--- config.mk ---
export PLATFORM = sky130hd
export DESIGN_NAME = rld_timer
export DESIGN_NICKNAME = d
export VERILOG_FILES = /design/src/rtl/rld_timer_pkg.sv /design/src/rtl/rld_timer_presc.sv /design/src/rtl/rld_timer_count.sv /design/src/rtl/rld_timer_irq.sv /design/src/rtl/rld_timer.sv
export SDC_FILE = /design/constraint.sdc
export NUM_CORES = 1
export LEC_CHECK = 0
export BUFFER_PORTS_ARGS = -buffer_cell sky130_fd_sc_hd__buf_2
export CAP_MARGIN = 20
export CORE_AREA = 3 3 115 117
export CTS_BUF_LIST = sky130_fd_sc_hd__clkbuf_8
export DETAILED_ROUTE_END_ITERATION = 8
export DIE_AREA = 0 0 118 120
export SLEW_MARGIN = 10
export SYNTH_ARGS = -nofsm -noshare
export SYNTH_HDL_FRONTEND = slang
export SYNTH_SLANG_ARGS = --single-unit
--- constraint.sdc ---
create_clock -name clk -period 3.4 [get_ports clk]
set_input_delay 0.68 -clock clk [delete_from_list [all_inputs] [get_ports clk]]
set_output_delay 0.68 -clock clk [all_outputs]
set_load 0.05 [all_outputs]
--- src/rtl/rld_timer_pkg.sv ---
package rld_timer_pkg;

  localparam int BUS_W = 8;

  // Control registers follow the counter bytes in the address map;
  // these are offsets from the first address past the counter.
  typedef enum logic [1:0] {
    CTL_RUN  = 2'd0,
    CTL_MODE = 2'd1,
    CTL_PSC  = 2'd2,
    CTL_ICTL = 2'd3
  } ctl_off_e;

endpackage

--- src/rtl/rld_timer_presc.sv ---
module rld_timer_presc #(
  parameter int PSC_W    = 8,
  parameter int WIDE_SEL = 1,
  parameter int FIX_LO   = 8,
  parameter int FIX_HI   = 32
) (
  input  logic             clk,
  input  logic             rst_n,
  input  logic             advance,
  input  logic [1:0]       mode_sel,
  input  logic [PSC_W-1:0] psc_reg,
  output logic [PSC_W-1:0] pre_q,
  output logic             step
);

  logic [PSC_W-1:0] reload_val;

  generate
    if (WIDE_SEL != 0) begin : g_wide
      always_comb begin
        case (mode_sel)
          2'b00:   reload_val = '0;
          2'b01:   reload_val = PSC_W'(FIX_LO);
          2'b10:   reload_val = psc_reg & PSC_W'(4'hF);
          default: reload_val = PSC_W'(FIX_HI);
        endcase
      end
    end else begin : g_narrow
      assign reload_val = psc_reg;
    end
  endgenerate

  assign step = advance && (pre_q == '0);

  always_ff @(posedge clk) begin
    if (!rst_n) begin
      pre_q <= '0;
    end else if (advance) begin
      pre_q <= step ? reload_val : pre_q - 1'b1;
    end
  end

endmodule

--- src/rtl/rld_timer_count.sv ---
module rld_timer_count #(
  parameter int CNT_W  = 16,
  parameter int BYTE_W = 8
) (
  input  logic                    clk,
  input  logic                    rst_n,
  input  logic                    step,
  input  logic [CNT_W/BYTE_W-1:0] wr_sel,
  input  logic [BYTE_W-1:0]       wr_byte,
  output logic [CNT_W-1:0]        cnt_q,
  output logic [CNT_W-1:0]        reload_q,
  output logic                    underflow
);

  localparam int NBYTES = CNT_W / BYTE_W;

  logic [CNT_W-1:0] merged;
  logic             wr_any;

  generate
    for (genvar b = 0; b < NBYTES; b++) begin : g_byte
      assign merged[b*BYTE_W +: BYTE_W] = wr_sel[b] ? wr_byte
                                                    : cnt_q[b*BYTE_W +: BYTE_W];
    end
  endgenerate

  assign wr_any    = |wr_sel;
  assign underflow = step && !wr_any && (cnt_q == '0);

  always_ff @(posedge clk) begin
    if (!rst_n) begin
      cnt_q    <= '0;
      reload_q <= '0;
    end else if (wr_any) begin
      cnt_q    <= merged;
      reload_q <= merged;
    end else if (step) begin
      cnt_q <= (cnt_q == '0) ? reload_q : cnt_q - 1'b1;
    end
  end

endmodule

--- src/rtl/rld_timer_irq.sv ---
module rld_timer_irq #(
  parameter int LVL_W = 3
) (
  input  logic             clk,
  input  logic             rst_n,
  input  logic             wr_en,
  input  logic [LVL_W-1:0] wr_lvl,
  input  logic             underflow,
  input  logic             ack,
  input  logic             irq_en,
  input  logic [LVL_W-1:0] cpu_ipl,
  output logic [LVL_W-1:0] lvl_q,
  output logic             req_q,
  output logic             irq_req
);

  logic [LVL_W-1:0] lvl_next;

  assign lvl_next = wr_en ? wr_lvl : lvl_q;

  always_ff @(posedge clk) begin
    if (!rst_n) begin
      lvl_q <= '0;
      req_q <= 1'b0;
    end else begin
      lvl_q <= lvl_next;
      if (underflow && (lvl_next != '0)) begin
        req_q <= 1'b1;
      end else if (wr_en || ack) begin
        req_q <= 1'b0;
      end
    end
  end

  assign irq_req = irq_en && req_q && (lvl_q > cpu_ipl);

endmodule

--- src/rtl/rld_timer.sv ---
module rld_timer
  import rld_timer_pkg::*;
#(
  parameter int CNT_W      = 16,
  parameter int PSC_W      = 8,
  parameter int LVL_W      = 3,
  parameter int ADDR_W     = 3,
  parameter int WIDE_SEL   = 1,
  parameter int MODE_LSB   = 6,
  parameter int PSC_FIX_LO = 8,
  parameter int PSC_FIX_HI = 32
) (
  input  logic              clk,
  input  logic              rst_n,
  input  logic              tick,
  input  logic              bus_wr,
  input  logic [ADDR_W-1:0] bus_addr,
  input  logic [BUS_W-1:0]  bus_wdata,
  output logic [BUS_W-1:0]  bus_rdata,
  input  logic              irq_en,
  input  logic [LVL_W-1:0]  cpu_ipl,
  input  logic              irq_ack,
  output logic              irq_req
);

  localparam int CNT_BYTES = CNT_W / BUS_W;
  localparam logic [ADDR_W-1:0] A_RUN  = ADDR_W'(CNT_BYTES + int'(CTL_RUN));
  localparam logic [ADDR_W-1:0] A_MODE = ADDR_W'(CNT_BYTES + int'(CTL_MODE));
  localparam logic [ADDR_W-1:0] A_PSC  = ADDR_W'(CNT_BYTES + int'(CTL_PSC));
  localparam logic [ADDR_W-1:0] A_ICTL = ADDR_W'(CNT_BYTES + int'(CTL_ICTL));

  logic                 run_q;
  logic [BUS_W-1:0]     mode_q;
  logic [PSC_W-1:0]     psc_q;
  logic [CNT_BYTES-1:0] cnt_sel;
  logic                 wr_ictl;
  logic                 advance;
  logic                 step;
  logic                 underflow;
  logic [PSC_W-1:0]     pre_q;
  logic [CNT_W-1:0]     cnt_q;
  logic [CNT_W-1:0]     reload_q;
  logic [LVL_W-1:0]     lvl_q;
  logic                 req_q;

  generate
    for (genvar b = 0; b < CNT_BYTES; b++) begin : g_sel
      assign cnt_sel[b] = bus_wr && (bus_addr == ADDR_W'(b));
    end
  endgenerate

  assign wr_ictl = bus_wr && (bus_addr == A_ICTL);
  assign advance = run_q && tick;

  always_ff @(posedge clk) begin
    if (!rst_n) begin
      run_q  <= 1'b0;
      mode_q <= '0;
      psc_q  <= '0;
    end else if (bus_wr) begin
      if (bus_addr == A_RUN)  run_q  <= bus_wdata[0];
      if (bus_addr == A_MODE) mode_q <= bus_wdata;
      if (bus_addr == A_PSC)  psc_q  <= bus_wdata[PSC_W-1:0];
    end
  end

  always_comb begin
    bus_rdata = '0;
    for (int b = 0; b < CNT_BYTES; b++) begin
      if (bus_addr == ADDR_W'(b)) bus_rdata = cnt_q[b*BUS_W +: BUS_W];
    end
    case (bus_addr)
      A_RUN:   bus_rdata = {{(BUS_W-1){1'b0}}, run_q};
      A_MODE:  bus_rdata = mode_q;
      A_PSC:   bus_rdata = BUS_W'(psc_q);
      A_ICTL:  bus_rdata = BUS_W'({req_q, lvl_q});
      default: ;
    endcase
  end

  rld_timer_presc #(
    .PSC_W   (PSC_W),
    .WIDE_SEL(WIDE_SEL),
    .FIX_LO  (PSC_FIX_LO),
    .FIX_HI  (PSC_FIX_HI)
  ) u_presc (
    .clk     (clk),
    .rst_n   (rst_n),
    .advance (advance),
    .mode_sel(mode_q[MODE_LSB +: 2]),
    .psc_reg (psc_q),
    .pre_q   (pre_q),
    .step    (step)
  );

  rld_timer_count #(
    .CNT_W (CNT_W),
    .BYTE_W(BUS_W)
  ) u_count (
    .clk      (clk),
    .rst_n    (rst_n),
    .step     (step),
    .wr_sel   (cnt_sel),
    .wr_byte  (bus_wdata),
    .cnt_q    (cnt_q),
    .reload_q (reload_q),
    .underflow(underflow)
  );

  rld_timer_irq #(
    .LVL_W(LVL_W)
  ) u_irq (
    .clk      (clk),
    .rst_n    (rst_n),
    .wr_en    (wr_ictl),
    .wr_lvl   (bus_wdata[LVL_W-1:0]),
    .underflow(underflow),
    .ack      (irq_ack),
    .irq_en   (irq_en),
    .cpu_ipl  (cpu_ipl),
    .lvl_q    (lvl_q),
    .req_q    (req_q),
    .irq_req  (irq_req)
  );

endmodule

* Word-level counts from Yosys, hierarchy flattened
Index checks and enable logic that the tools add are counted.
** Storage, ports and cells
- Bits in registers :: 61
- Bits in latches :: 0
- Memory bits (writable) :: 0
- Memory bits (read-only) :: 0
- Input bits :: 20
- Output and inout bits :: 9
- Memories kept :: 0
** Cells by class
- Add/sub/neg operators :: 2
- Multiply operators :: 0
- Div/mod/pow operators :: 0
- Order comparisons :: 1
- Eq/ne operators :: 7
- Shifts and indexed selects :: 0
- Muxes and demuxes :: 13
- Bitwise gates (word level) :: 0
- Reduce and logical (&&, ||, !) cells :: 23
** Operators with widths (number)
- two-way mux 16 bit :: 3
- two-way mux 8 bit :: 5
- case mux 8 bit (4 select lines) :: 1
- case mux 6 bit (3 select lines) :: 1
- zero test 16 bit :: 1
- subtractor 16 x 1 -> 16 bit, second input constant :: 1
- logical AND 1 bit :: 10
- zero test 8 bit :: 1
- subtractor 8 x 1 -> 8 bit, second input constant :: 1
- equality test 3 x 2 -> 1 bit, second input constant :: 2
- equality test 3 bit, second input constant :: 2
- AND reduction 2 bit :: 3
- nonzero test 2 bit :: 2
- equality test 3 x 1 -> 1 bit, second input constant :: 1
- > comparator 3 bit :: 1
- zero test 3 bit :: 1
- two-way mux 3 bit :: 1
- nonzero test 3 bit :: 1
- equality test 2 x 1 -> 1 bit, second input constant :: 1
- equality test 2 bit, second input constant :: 1
- zero test 2 bit :: 1
- two-way mux 1 bit :: 2
- OR reduction 2 bit :: 1
- zero test 1 bit :: 1
- logical OR 1 bit :: 1

* Depth between registers and ports, before layout
Gate-level depths: netlist (run 1).
- Word-level depth :: 8
- Gate-level depth with buffers :: 9
- Gate-level depth less buffers :: 7

* Modules after synthesis
A second synthesis (run 1) with hierarchy kept.
** Second synthesis, totals
- Cell total of the unflattened synthesis :: 464
- Area, all modules :: 3895.0 um^2
** Modules (own cells, without submodules)
- rld_timer_count :: instances 1, cells each 262, area each 2078.2 um^2, seq. area each 640.6 um^2
- rld_timer :: instances 1, cells each 114, area each 1043.5 um^2, seq. area each 340.3 um^2
- rld_timer_presc :: instances 1, cells each 60, area each 520.5 um^2, seq. area each 160.2 um^2
- rld_timer_irq :: instances 1, cells each 28, area each 252.7 um^2, seq. area each 80.1 um^2

* Least setup slack after synthesis (run 1)
OpenSTA, ideal clock, no wires.
- Kind :: in2out
- From :: input bus_addr[0]
- To :: output bus_rdata[4]
- Arrival time :: 2717 ps
- Data required time :: 2720 ps
- Path slack :: 3 ps
- Stages on the path :: 6
- Cell sequence :: clkbuf_1 -> clkbuf_1 -> mux2i_1 -> nor2_1 -> a21oi_1 -> o21ai_0
** On the way
- Longest elaborated chain between the ends :: 4
** Ends and longest elaborated chain
- start: declaration :: line rld_timer.sv:17 : input logic [ADDR_W-1:0] bus_addr,
- zero test 3 bit :: line rld_timer.sv:70 : if (bus_addr == ADDR_W'(b)) bus_rdata = cnt_q[b*BUS_W +: BUS_W];
- two-way mux 8 bit (2 in a row) :: line rld_timer.sv:70
- case mux 8 bit (4 select lines) (*) :: line rld_timer.sv:72 : case (bus_addr)
- end: declaration :: line rld_timer.sv:19 : output logic [BUS_W-1:0] bus_rdata,
Mark *: on every way between the ends. The rest lies on a longest branch, timed or not.

* Worst setup path after layout (run 1)
- From :: input bus_addr[0]
- To :: output bus_rdata[3]
The elaborated chain is that of the path after synthesis.

==> Flow_metrics.wiki, run 1 <==
{| class="wikitable"
! Metric !! Value
|-
| WS Path Type || input port to output pin
|-
| Worst-Margin Slew || 0.848 ns
|-
| Global-route wire length before repair || 17100 um
|-
| Most frequently used flop master after synthesis || sky130_fd_sc_hd__dfxtp_1
|-
| Final worst path period need || 2.83 ns
|-
| Max VDD drop || 0.159 mV
|-
| WL met3 || 685 um
|-
| Fin Setup TNS || 0 ns
|-
| Worst hold margin || 0.465 ns
|-
| Portion of total power attributed to combinational logic || 20.0%
|-
| RSZ-0062 raised after global routing || false
|-
| Critical Path Start Type || input port
|-
| Top Metal Used || met4
|-
| Max Clock Freq || 353 MHz
|-
| Number of flops mapped to enable cells by yosys || 0
|-
| Post-DR vias/cell || 5.36
|-
| Part of the Yosys area used for sequential elements || 33.1%
|-
| Crit path required time || 2.72 ns
|-
| Number of buffers on the longest clock path || 2
|-
| Htree depth || 3
|-
| Post-cts gate resize count || 0
|-
| WL/cell || 16.1 um
|-
| Final cell utilization of the core || 33.0%
|-
| Total of hold buffers inserted after clock tree synthesis || 0
|-
| CTS tree || built
|-
| Placed Cells incl. Taps || 631
|-
| Worst hold stages || 2
|-
| Clk pwr share || 35.8%
|-
| HPWL after detailed placement || 7390 um
|-
| Class of the tightest hold or removal check || flop to flop
|-
| Number of standard cells after synthesis || 463
|-
| Placeable Area || 12500 sq um
|-
| Yosys warning count || 0
|-
| Amount of wire on met2 after detailed routing || 4800 um
|-
| Die Height || 120 um
|-
| Post-layout instance count excluding filler cells || 647
|-
| Layout net count || 497
|-
| Horizontal extent of the die || 118 um
|-
| Fraction of layout cells with a size suffix above 1 || 13.3%
|-
| GRT Residual Overflow || 0
|-
| Reported net switching power || 547 uW
|-
| Library cells used by synthesis || 60
|-
| Max-Slew Margin vs Limit || 43.5%
|-
| Final routed DRC violation total || 0
|-
| Top Ports || 29
|-
| GRT Resource Usage Total || 14.9%
|-
| Via count of the first global-routing pass || 3283
|-
| Number of endpoints with negative hold slack in the final report || 0
|-
| Worst Skew || 0.0112 ns
|-
| Clock buffer count from CTS || 9
|-
| Number of buffers inserted by port buffering || 28
|-
| Leakage power total || 0.00168 uW
|-
| Antenna violations before repair || 0
|-
| Insertion delay to the later sink of the worst-skew pair || 0.34 ns
|-
| Total routed wirelength || 10400 um
|-
| Critical-path maximum fanout || 28
|-
| Post-route antenna net violation count || 0
|-
| CTS root buffer || sky130_fd_sc_hd__clkbuf_8
|-
| Synth Area per Inst || 7.98 sq um
|-
| Placement row count || 41
|-
| Switching power share of the total || 31.0%
|-
| Fraction of the cycle the final worst path needs || 83.2%
|-
| Number of diodes || 0
|-
| Placer congestion estimate || 0.928
|-
| Vias post-DR || 3471
|-
| Number of sinks driven by the clock tree || 61
|-
| Maximum number of pins on one net before global-route repair || 51
|-
| Crit path DAT || 2.15 ns
|-
| Synthesized cell area || 3690 sq um
|-
| Outcome || finished clean
|-
| Final Setup Violations || 0
|-
| Int Pwr || 1220 uW
|-
| Die ar. || 14200 sq um
|-
| Crit. End Element || output pin
|-
| Worst R2R Path Depth || 5
|-
| Post-synth ARST share || 0%
|-
| Starting utilization of the core area || 29.6%
|-
| Count of buffers added by post-CTS timing repair for setup || 0
|-
| Pwr dens || 429 nW/um^2
|-
| Initial detailed-routing violation count || 276
|-
| Max-slew violations || 0
|-
| WL met1 || 4680 um
|-
| Number of detailed-routing iterations run before antenna repair || 4
|-
| Portion of total power attributed to sequential cells || 44.2%
|-
| Max_cap viols || 0
|-
| Clock transition at path regs || 0.07 ns
|-
| Synth Net Count || 490
|-
| Area growth from synthesis to layout || 11.4%
|-
| Flop and latch count out of synthesis || 61
|}
[sequential cells by signal (all words and copies together) (netlist names)]
name / flops
u_count.cnt_q: 16
u_irq.lvl_q: 3
psc_q: 8
run_q: 1
u_irq.req_q: 1
mode_q: 8
u_presc.pre_q: 8
u_count.reload_q: 16
[area by class of cell]
cell class / instances / area (sq um)
fill: 1317 / 8350
multi-input combinational: 350 / 2250
sequential: 61 / 1220
tap: 172 / 215
timing repair buffer: 35 / 193
clock buffer: 9 / 124
clock inverter: 7 / 67.6
inverter: 13 / 48.8
[layer usage]
layer	vias up	global-route usage [%]
li1	1688	-
met2	115	23.4
met1	1649	19.2
met5	-	0
met3	19	4.48
met4	0	5.86
[placed cells by master, fill, tap and decap left out, types with 3 or more instances in the layout]
master                     instances
sky130_fd_sc_hd__buf_2            28
sky130_fd_sc_hd__a21boi_0         19
sky130_fd_sc_hd__xnor2_1           6
sky130_fd_sc_hd__o211ai_1          3
sky130_fd_sc_hd__nor4_1            5
sky130_fd_sc_hd__mux2i_1          30
sky130_fd_sc_hd__o21ai_0          22
sky130_fd_sc_hd__nor2_1           31
sky130_fd_sc_hd__nand2_1          64
sky130_fd_sc_hd__buf_4             7
sky130_fd_sc_hd__o22ai_1           4
sky130_fd_sc_hd__ha_1              7
sky130_fd_sc_hd__or4_1             6
sky130_fd_sc_hd__dfxtp_1          61
sky130_fd_sc_hd__nor3b_1           4
sky130_fd_sc_hd__nor2b_1           9
sky130_fd_sc_hd__clkbuf_8          9
sky130_fd_sc_hd__nor3_1           17
sky130_fd_sc_hd__a311oi_1          3
sky130_fd_sc_hd__o211a_1          11
sky130_fd_sc_hd__or3_1             4
sky130_fd_sc_hd__xor2_1            3
sky130_fd_sc_hd__nand3_1           8
sky130_fd_sc_hd__inv_1            14
sky130_fd_sc_hd__o221ai_1          5
sky130_fd_sc_hd__a31oi_1           3
sky130_fd_sc_hd__and2_1            3
sky130_fd_sc_hd__nand3b_1          3
sky130_fd_sc_hd__a21oi_1          35
sky130_fd_sc_hd__o21a_1            3
sky130_fd_sc_hd__a211oi_1          3
[synthesized netlist by cell type (all sizes together) (4+ instances only)]
cell	n	share of area [%]
a21boi	19	3.9
a21oi	35	4.7
buf	7	1.8
clkbuf	32	3.3
dfxtp	61	33
ha	7	2.4
inv	13	1.3
mux2i	30	8.1
nand2	64	6.5
nand3	8	1.1
nor2	31	3.2
nor2b	9	1.5
nor3	17	2.3
nor3b	5	1.0
nor4	6	1.0
o211a	11	3.0
o21ai	22	3.0
o221ai	5	1.2
o22ai	4	0.68
or3	5	0.98
or4	7	1.5
xnor2	6	1.4
[logic make-up (layout without fill, tap and decap cells)]
family,Yosys count,after routing,share of synthesized area (%)
buffers and inverters,52,64,6.40
flip-flops,61,61,33.1
AND/OR/NAND/NOR,174,174,23.6
multiplexers,32,32,8.74
AO/OA/AOI/OAI,128,128,23.6
adder cells (fa/ha/maj),7,7,2.37
XOR/XNOR,9,9,2.13
[final timing paths]
check                                                 startpoint                               end  slack [ns]
worst min register to register  u_count.reload_q[4]$_SDFFE_PN0P_  u_count.reload_q[4]$_SDFFE_PN0P_        0.46
worst min-delay path            u_count.reload_q[4]$_SDFFE_PN0P_  u_count.reload_q[4]$_SDFFE_PN0P_        0.46
worst max-delay path                                 bus_addr[0]                      bus_rdata[3]        0.57
worst max register to register     u_presc.pre_q[2]$_SDFFE_PN0P_    u_count.cnt_q[10]$_SDFFE_PN0P_        0.85
[critical path: stages]
cell,delay [ns]
sky130_fd_sc_hd__buf_2,0.49
sky130_fd_sc_hd__and2_1,0.38
sky130_fd_sc_hd__a21oi_1,0.11
sky130_fd_sc_hd__o22ai_1,0.17
sky130_fd_sc_hd__buf_2,0.29
[stage by stage]
stage / setup WS, ns / total power (uW) / area [sq um]
floorplan: 0.00305 / 1060 / 3690
global placement: 0.664 / 1140 / 3930
detailed placement: 0.588 / 1140 / 3930
CTS: 0.587 / 1770 / 4120
global route: 0.461 / 1850 / 4120
finish: 0.570 / 1760 / 4120
[power groups by stage]
stage	Sequential (uW)	Clock [uW]	Combinational, uW
after CTS	779	648	348
after global routing	784	673	388
after detailed placement	795	0	345
after global placement	796	0	340
final	780	632	352
after floorplan	774	0	291
Note: power is estimated with default switching activity, not from simulation.
==> inputs of run 2 (changes only) <==
- clock period: 3.4 -> 2.39 ns (I/O delays scaled with it)
==> run 2 against run 1 <==
Flip-flop and latch count is the same. First-iteration DRC count increased by 16%. Final cell count up 4.8%. Clock skew up 0.0067 ns. Non-clock buffer count is 31 higher. Via count up 0.92%. Die area unchanged. Cell area up 8.8%. Register-to-register slack lost 0.73 ns. Routed wire length grew 4.7%. Power is 67% higher. Setup slack lost 0.45 ns. Critical endpoint is now u_count.cnt_q[0]$_SDFFE_PN0P_. Largest power group is now the clock network. Highest routed layer unchanged.
==> Flow_metrics.wiki, run 2 (synthesized netlist as in run 1, its figures left out) <==
{| class="wikitable"
! Metric !! Value
|-
| Crit path required time || 2.61 ns (-0.11 ns)
|-
| Total routed wirelength || 10900 um (+4.7%)
|-
| Final worst path period need || 2.27 ns
|-
| Number of fillers in the final layout || 1276 (-3.1%)
|-
| Maximum number of pins on one net before global-route repair || 33 (-35%)
|-
| Most used cells in the layout excluding fill and tap cells || sky130_fd_sc_hd__nand2_1 (64), sky130_fd_sc_hd__dfxtp_1 (61), sky130_fd_sc_hd__buf_4 (37)
|-
| Max-Slew Margin vs Limit || 61.0% (+18 points)
|-
| Worst R2R Path Depth || 5 (unchanged)
|-
| Max VDD drop || 0.227 mV (+42%)
|-
| Leakage power total || 0.00189 uW (+12%)
|-
| Flip-flop and latch area || 1220 sq um (unchanged)
|-
| Fraction of layout cells with a size suffix above 1 || 20.2% (+6.9 points)
|-
| Layout net count || 528 (+6.2%)
|-
| Antenna violations before repair || 0 (unchanged)
|-
| Number of buffers on the longest clock path || 2 (unchanged)
|-
| Area growth from synthesis to layout || 21.2%
|-
| WS Path Type || flop to flop
|-
| GRT Resource Usage Total || 15.7% (+0.85 points)
|-
| GRT Residual Overflow || 0 (unchanged)
|-
| Starting utilization of the core area || 29.6% (unchanged)
|-
| Worst-Margin Slew || 0.585 ns (-0.263 ns)
|-
| Final Setup Violations || 0 (unchanged)
|-
| Max_cap viols || 0 (unchanged)
|-
| Final routed DRC violation total || 0 (unchanged)
|-
| Count of buffers added by post-CTS timing repair for setup || 0 (unchanged)
|-
| Top Ports || 29 (unchanged)
|-
| Htree depth || 3 (unchanged)
|-
| Post-DR vias/cell || 5.17 (-3.7%)
|-
| Worst hold margin || 0.428 ns (-0.0366 ns)
|-
| Number of endpoints with negative hold slack in the final report || 0 (unchanged)
|-
| Worst hold stages || 3 (+1)
|-
| Most frequent standard cell in the layout excluding fill and tap cells || sky130_fd_sc_hd__nand2_1
|-
| Number of diodes || 0 (unchanged)
|-
| Number of detailed-routing iterations run before antenna repair || 4 (unchanged)
|-
| Minimum setup slack after placement || 0.150 ns (-0.438 ns)
|-
| CTS tree || built
|-
| Initial detailed-routing violation count || 320 (+16%)
|-
| Number of sinks driven by the clock tree || 61 (unchanged)
|-
| WL/cell || 16.1 um (-0.13%)
|-
| Critical Path Start Type || flop
|-
| Total of hold buffers inserted after clock tree synthesis || 0 (unchanged)
|-
| HPWL after detailed placement || 8110 um (+9.7%)
|-
| Horizontal extent of the die || 118 um (unchanged)
|-
| Worst Skew || 0.0179 ns (+0.00667 ns)
|-
| Crit path DAT || 2.48 ns (+0.33 ns)
|-
| Fraction of the cycle the final worst path needs || 94.8%
|-
| Post-cts gate resize count || 0 (unchanged)
|-
| Pwr dens || 658 nW/um^2 (+54%)
|-
| Die ar. || 14200 sq um (unchanged)
|-
| Vias post-DR || 3503 (+0.92%)
|-
| Crit. End Element || flop
|-
| Clock transition at path regs || 0.08 ns (about the same)
|-
| Worst Setup Slack, final || 0.123 ns (-0.446 ns)
|-
| Combined area of the multi-input logic cells || 2280 sq um (+1.6%)
|-
| Max Clock Freq || 441 MHz
|-
| Final cell utilization of the core || 35.9% (+2.9 points)
|-
| Class of the tightest hold or removal check || input port to flop
|-
| Post-route antenna net violation count || 0 (unchanged)
|-
| Max-slew violations || 0 (unchanged)
|-
| Via count of the first global-routing pass || 3516 (+7.1%)
|-
| Critical-path maximum fanout || 15 (-46%)
|-
| Placer congestion estimate || 0.954 (+2.8%)
|-
| Insertion delay to the later sink of the worst-skew pair || 0.35 ns (about the same)
|-
| Clock buffer count from CTS || 9 (unchanged)
|-
| Largest registers || u_count.cnt_q (16), u_count.reload_q (16)
|-
| Placement row count || 41 (unchanged)
|-
| CTS root buffer || sky130_fd_sc_hd__clkbuf_8
|-
| Global-route wire length before repair || 17900 um (+4.9%)
|-
| Placeable Area || 12500 sq um (unchanged)
|-
| Outcome || finished clean
|-
| Number of buffers inserted by port buffering || 28 (unchanged)
|-
| RSZ-0062 raised after global routing || false
|-
| Die Height || 120 um (unchanged)
|}
run 2: cell types whose count changed in the layout (fill, tap and decap cells not counted), moves of 2 or more:
cell                         before  now
sky130_fd_sc_hd__o22ai_1          4    1
sky130_fd_sc_hd__o22ai_2          0    3
sky130_fd_sc_hd__o21ai_0         22   18
sky130_fd_sc_hd__clkinvlp_4       2    0
sky130_fd_sc_hd__bufinv_16        1    4
sky130_fd_sc_hd__buf_4            7   37
sky130_fd_sc_hd__o21ai_2          0    3
run 2: final cells by class:
cell class	instances	share of cell area, %
Sequential cell	61	27.3
Clock buffer	10	3.07
Tap cell	172	4.81
Clock inverter	6	2.99
Timing Repair Buffer	66	9.78
Multi-Input combinational cell	350	51.0
Inverter	13	1.09
run 2: worst max-delay path: stages, from the launching register on:
cell                       delay, ns
sky130_fd_sc_hd__dfxtp_1        0.35
sky130_fd_sc_hd__or3_4          0.38
sky130_fd_sc_hd__or4b_4         0.55
sky130_fd_sc_hd__or2_1          0.47
sky130_fd_sc_hd__o211ai_1       0.28
sky130_fd_sc_hd__a31oi_1        0.11
run 2: metrics by stage:
step | power [uW] | instances | TNS, ns | area [sq um]
6_report | 2950 | 678 | 0 | 4480
3_5_place_dp | 1690 | 662 | 0 | 4210
3_3_place_gp | 1680 | 662 | 0 | 4210
5_1_grt | 3070 | 678 | 0 | 4480
4_1_cts | 2960 | 678 | 0 | 4480
2_1_floorplan | 1520 | 463 | -0.377 | 3730
run 2: path summary, 6_finish.rpt:
| kind | slack (ns) | end | start |
|---|---|---|---|
| max | 0.12 | u_count.cnt_q[0]$_SDFFE_PN0P_ | u_count.cnt_q[3]$_SDFFE_PN0P_ |
| min | 0.43 | u_irq.req_q$_SDFFE_PN0P_ | irq_ack |
| max reg2reg | 0.12 | u_count.cnt_q[0]$_SDFFE_PN0P_ | u_count.cnt_q[3]$_SDFFE_PN0P_ |
| min reg2reg | 0.47 | mode_q[2]$_SDFFE_PN0P_ | mode_q[2]$_SDFFE_PN0P_ |
run 2: where the power goes:
group	switching, uW	total, uW	internal, uW
sequential	31.7	1090	1050
clock	446	1270	827
combinational	340	589	249
total	817	2950	2130
run 2: metal layers:
layer,GRT usage [%],wire (um),share of wire [%]
met1,19.6,4850,44
met2,26.9,5200,48
met3,3.06,701,6.4
met4,6.08,146,1.3
met5,0,0,0
==> inputs of run 3 (changes only) <==
- BUFFER_PORTS_ARGS: -buffer_cell sky130_fd_sc_hd__buf_2 -> default
- DONT_BUFFER_PORTS: default -> 1
- RECOVER_POWER: default -> 100
==> run 3 against run 2 <==
Setup slack got worse by 0.029 ns. Die area unchanged. Sequential share of layout area increased by 1.9 points. Routed wire length decreased by 1.2%. Largest cell class unchanged. Highest routed layer unchanged. Core utilization decreased by 2.4 points.
==> Flow_metrics.wiki, run 3 (synthesized netlist as in run 1, its figures left out) <==
{| class="wikitable"
! Metric !! Value
|-
| Starting utilization of the core area || 29.6% (unchanged)
|-
| Number of sinks driven by the clock tree || 61 (unchanged)
|-
| Critical-path maximum fanout || 7 (-8)
|-
| Via count of the first global-routing pass || 3259 (-7.3%)
|-
| Worst-Margin Slew || 0.667 ns (+0.0823 ns)
|-
| Pwr dens || 635 nW/um^2 (-3.5%)
|-
| Power Total || 2660 uW (-9.9%)
|-
| Final worst path period need || 2.30 ns (+0.0288 ns)
|-
| Area growth from synthesis to layout || 13.2%
|-
| WS Path Type || flop to output pin
|-
| Largest stage delay on the critical path || 0.52 ns (-0.03 ns)
|-
| Largest registers || u_count.cnt_q (16), u_count.reload_q (16)
|-
| Most used cells in the layout excluding fill and tap cells || sky130_fd_sc_hd__nand2_1 (64), sky130_fd_sc_hd__dfxtp_1 (61), sky130_fd_sc_hd__a21oi_1 (35)
|-
| Crit path DAT || 1.82 ns (-0.66 ns)
|-
| Max Clock Freq || 436 MHz (-1.3%)
|-
| Max-Slew Margin vs Limit || 55.5% (-5.5 points)
|-
| Final Setup Violations || 0 (unchanged)
|-
| Most frequent standard cell in the layout excluding fill and tap cells || sky130_fd_sc_hd__nand2_1
|-
| Max_cap viols || 0 (unchanged)
|-
| Post-route antenna net violation count || 0 (unchanged)
|-
| Number of detailed-routing iterations run before antenna repair || 5 (+1)
|-
| Worst flop-to-flop path endpoint || u_count.cnt_q[15]$_SDFFE_PN0P_
|-
| Worst Setup Slack, final || 0.0944 ns (-0.0288 ns)
|-
| Worst R2R Path Depth || 5 (unchanged)
|-
| Placeable Area || 12500 sq um (unchanged)
|-
| Leakage power total || 0.00168 uW (-11%)
|-
| Number of endpoints with negative hold slack in the final report || 0 (unchanged)
|-
| Htree depth || 3 (unchanged)
|-
| Max-slew violations || 0 (unchanged)
|-
| Total of hold buffers inserted after clock tree synthesis || 0 (unchanged)
|-
| Int Pwr || 1910 uW (-10%)
|-
| Clock transition at path regs || 0.08 ns (about the same)
|-
| Die ar. || 14200 sq um (unchanged)
|-
| GRT Residual Overflow || 0 (unchanged)
|-
| Fraction of the cycle the final worst path needs || 96.1% (+1.2 points)
|-
| Fraction of layout cells with a size suffix above 1 || 12.4% (-7.7 points)
|-
| Maximum number of pins on one net before global-route repair || 62 (+88%)
|-
| Vias post-DR || 3415 (-2.5%)
|-
| Delay-heaviest family, CP || compound AO/OA/AOI/OAI gates
|-
| HPWL after detailed placement || 7470 um (-7.9%)
|-
| RSZ-0062 raised after global routing || false
|-
| Portion of total power attributed to combinational logic || 18.5% (-1.5 points)
|-
| R2R setup slack || 0.16 ns (+0.04 ns)
|-
| Count of buffers added by post-CTS timing repair for setup || 0 (unchanged)
|-
| Number of buffers on the longest clock path || 2 (unchanged)
|-
| Placer congestion estimate || 0.939 (-1.6%)
|-
| Antenna violations before repair || 0 (unchanged)
|-
| Worst hold margin || 0.252 ns (-0.176 ns)
|-
| Class of the tightest hold or removal check || input port to flop
|-
| Highest-delay cell along the critical path || sky130_fd_sc_hd__o22ai_2
|-
| Switching power share of the total || 28.0% (+0.26 points)
|-
| Ordered list of cells on the worst path || clkbuf_2 > buf_4 > mux2i_1 > nor2_1 > a21oi_1 > o22ai_2
|-
| Final routed DRC violation total || 0 (unchanged)
|-
| Initial detailed-routing violation count || 269 (-16%)
|-
| Portion of total power attributed to sequential cells || 41.0% (+4.2 points)
|-
| Crit. End Element || output pin
|-
| Worst-case hold path end point || mode_q[4]$_SDFFE_PN0P_
|-
| Placed Cells incl. Taps || 622 (-6.0%)
|-
| Global-route wire length before repair || 17400 um (-3.1%)
|-
| Worst Skew || 0.0101 ns (-0.00780 ns)
|-
| Post-layout instance count excluding filler cells || 638 (-5.9%)
|-
| Worst hold stages || 2 (-1)
|-
| Number of buffers inserted by port buffering || 0 (-100%)
|-
| Layout net count || 488 (-7.6%)
|-
| Horizontal extent of the die || 118 um (unchanged)
|-
| Top Ports || 29 (unchanged)
|-
| Max VDD drop || 0.239 mV (+5.6%)
|-
| Buffers & Inverters on Critical Path || 2 (+2)
|-
| Outcome || finished clean
|-
| Insertion delay to the later sink of the worst-skew pair || 0.36 ns (about the same)
|-
| GRT Resource Usage Total || 15.5% (-0.27 points)
|-
| Post-DR vias/cell || 5.35 (+3.6%)
|-
| Crit path required time || 1.91 ns (-0.70 ns)
|-
| Number of diodes || 0 (unchanged)
|-
| Total routed wirelength || 10800 um (-1.2%)
|-
| WL/cell || 16.9 um (+4.9%)
|-
| Origin of the critical flop-to-flop path || u_count.cnt_q[3]$_SDFFE_PN0P_
|-
| CTS root buffer || sky130_fd_sc_hd__clkbuf_8
|-
| Clk pwr share || 40.5% (-2.7 points)
|-
| Reported net switching power || 743 uW (-9.1%)
|-
| Placement row count || 41 (unchanged)
|-
| Critical Path Start Type || flop
|-
| Fin Setup TNS || 0 ns (unchanged)
|-
| Post-cts gate resize count || 0 (unchanged)
|-
| Minimum setup slack after placement || 0.0626 ns (-0.0874 ns)
|-
| Die Height || 120 um (unchanged)
|-
| Launch instance of the worst min-delay path || bus_wdata[4]
|-
| Clock buffer count from CTS || 9 (unchanged)
|-
| CTS tree || built
|}
==> run 3: worst max path at each step <==
stage / start / end / slack (ns) / cells past startpoint
after floorplan: bus_addr[0] / bus_rdata[4] / -0.23 / 6
final: u_count.cnt_q[2]$_SDFFE_PN0P_ / bus_rdata[2] / 0.09 / 6
after detailed placement: u_presc.pre_q[2]$_SDFFE_PN0P_ / u_count.cnt_q[10]$_SDFFE_PN0P_ / 0.06 / 5
after global placement: u_count.cnt_q[0]$_SDFFE_PN0P_ / u_count.cnt_q[8]$_SDFFE_PN0P_ / 0.13 / 7
after global routing: u_count.cnt_q[13]$_SDFFE_PN0P_ / bus_rdata[5] / 0.02 / 5
after CTS: u_presc.pre_q[2]$_SDFFE_PN0P_ / u_count.cnt_q[10]$_SDFFE_PN0P_ / 0.04 / 5
==> run 3: cell type report <==
| cell class | instances | area, sq um |
|---|---|---|
| inverter | 13 | 48.8 |
| clock buffer | 11 | 151 |
| clock inverter | 5 | 73.8 |
| timing repair buffer | 26 | 184 |
| fill | 1306 | 8280 |
| tap | 172 | 215 |
| multi-input combinational | 350 | 2290 |
| sequential | 61 | 1220 |
==> run 3: power groups by stage <==
stage	registers [uW]	clock network, uW	logic (uW)
after floorplan	1100	0	419
after global placement	1110	0	484
after detailed placement	1110	0	487
after CTS	1090	1090	490
after global routing	1090	1140	542
final	1090	1080	491
==> run 3: metal layers <==
metal	global-route usage (%)	wire length, um	part of all wire (%)
met1	20.8	5100	47
met3	3.53	576	5.4
met2	23.8	4860	45
met4	6.45	223	2.1
met5	0	0	0
==> run 3: through the flow <==
| stage | utilization (%) | cell area, sq um |
|---|---|---|
| 2_1_floorplan | - | 3730 |
| 5_1_grt | 33.5 | 4180 |
| 6_report | 33.5 | 4180 |
| 3_3_place_gp | 31.9 | 3980 |
| 3_5_place_dp | 31.9 | 3980 |
| 4_1_cts | 33.7 | 4200 |
==> run 3: worst reg2reg max path, stage by stage (launching register included) <==
cell                      delay (ns)
sky130_fd_sc_hd__dfxtp_1        0.34
sky130_fd_sc_hd__or3_4          0.42
sky130_fd_sc_hd__or4b_4         0.55
sky130_fd_sc_hd__or2_2          0.46
sky130_fd_sc_hd__a31oi_1        0.22
sky130_fd_sc_hd__o221a_2        0.20
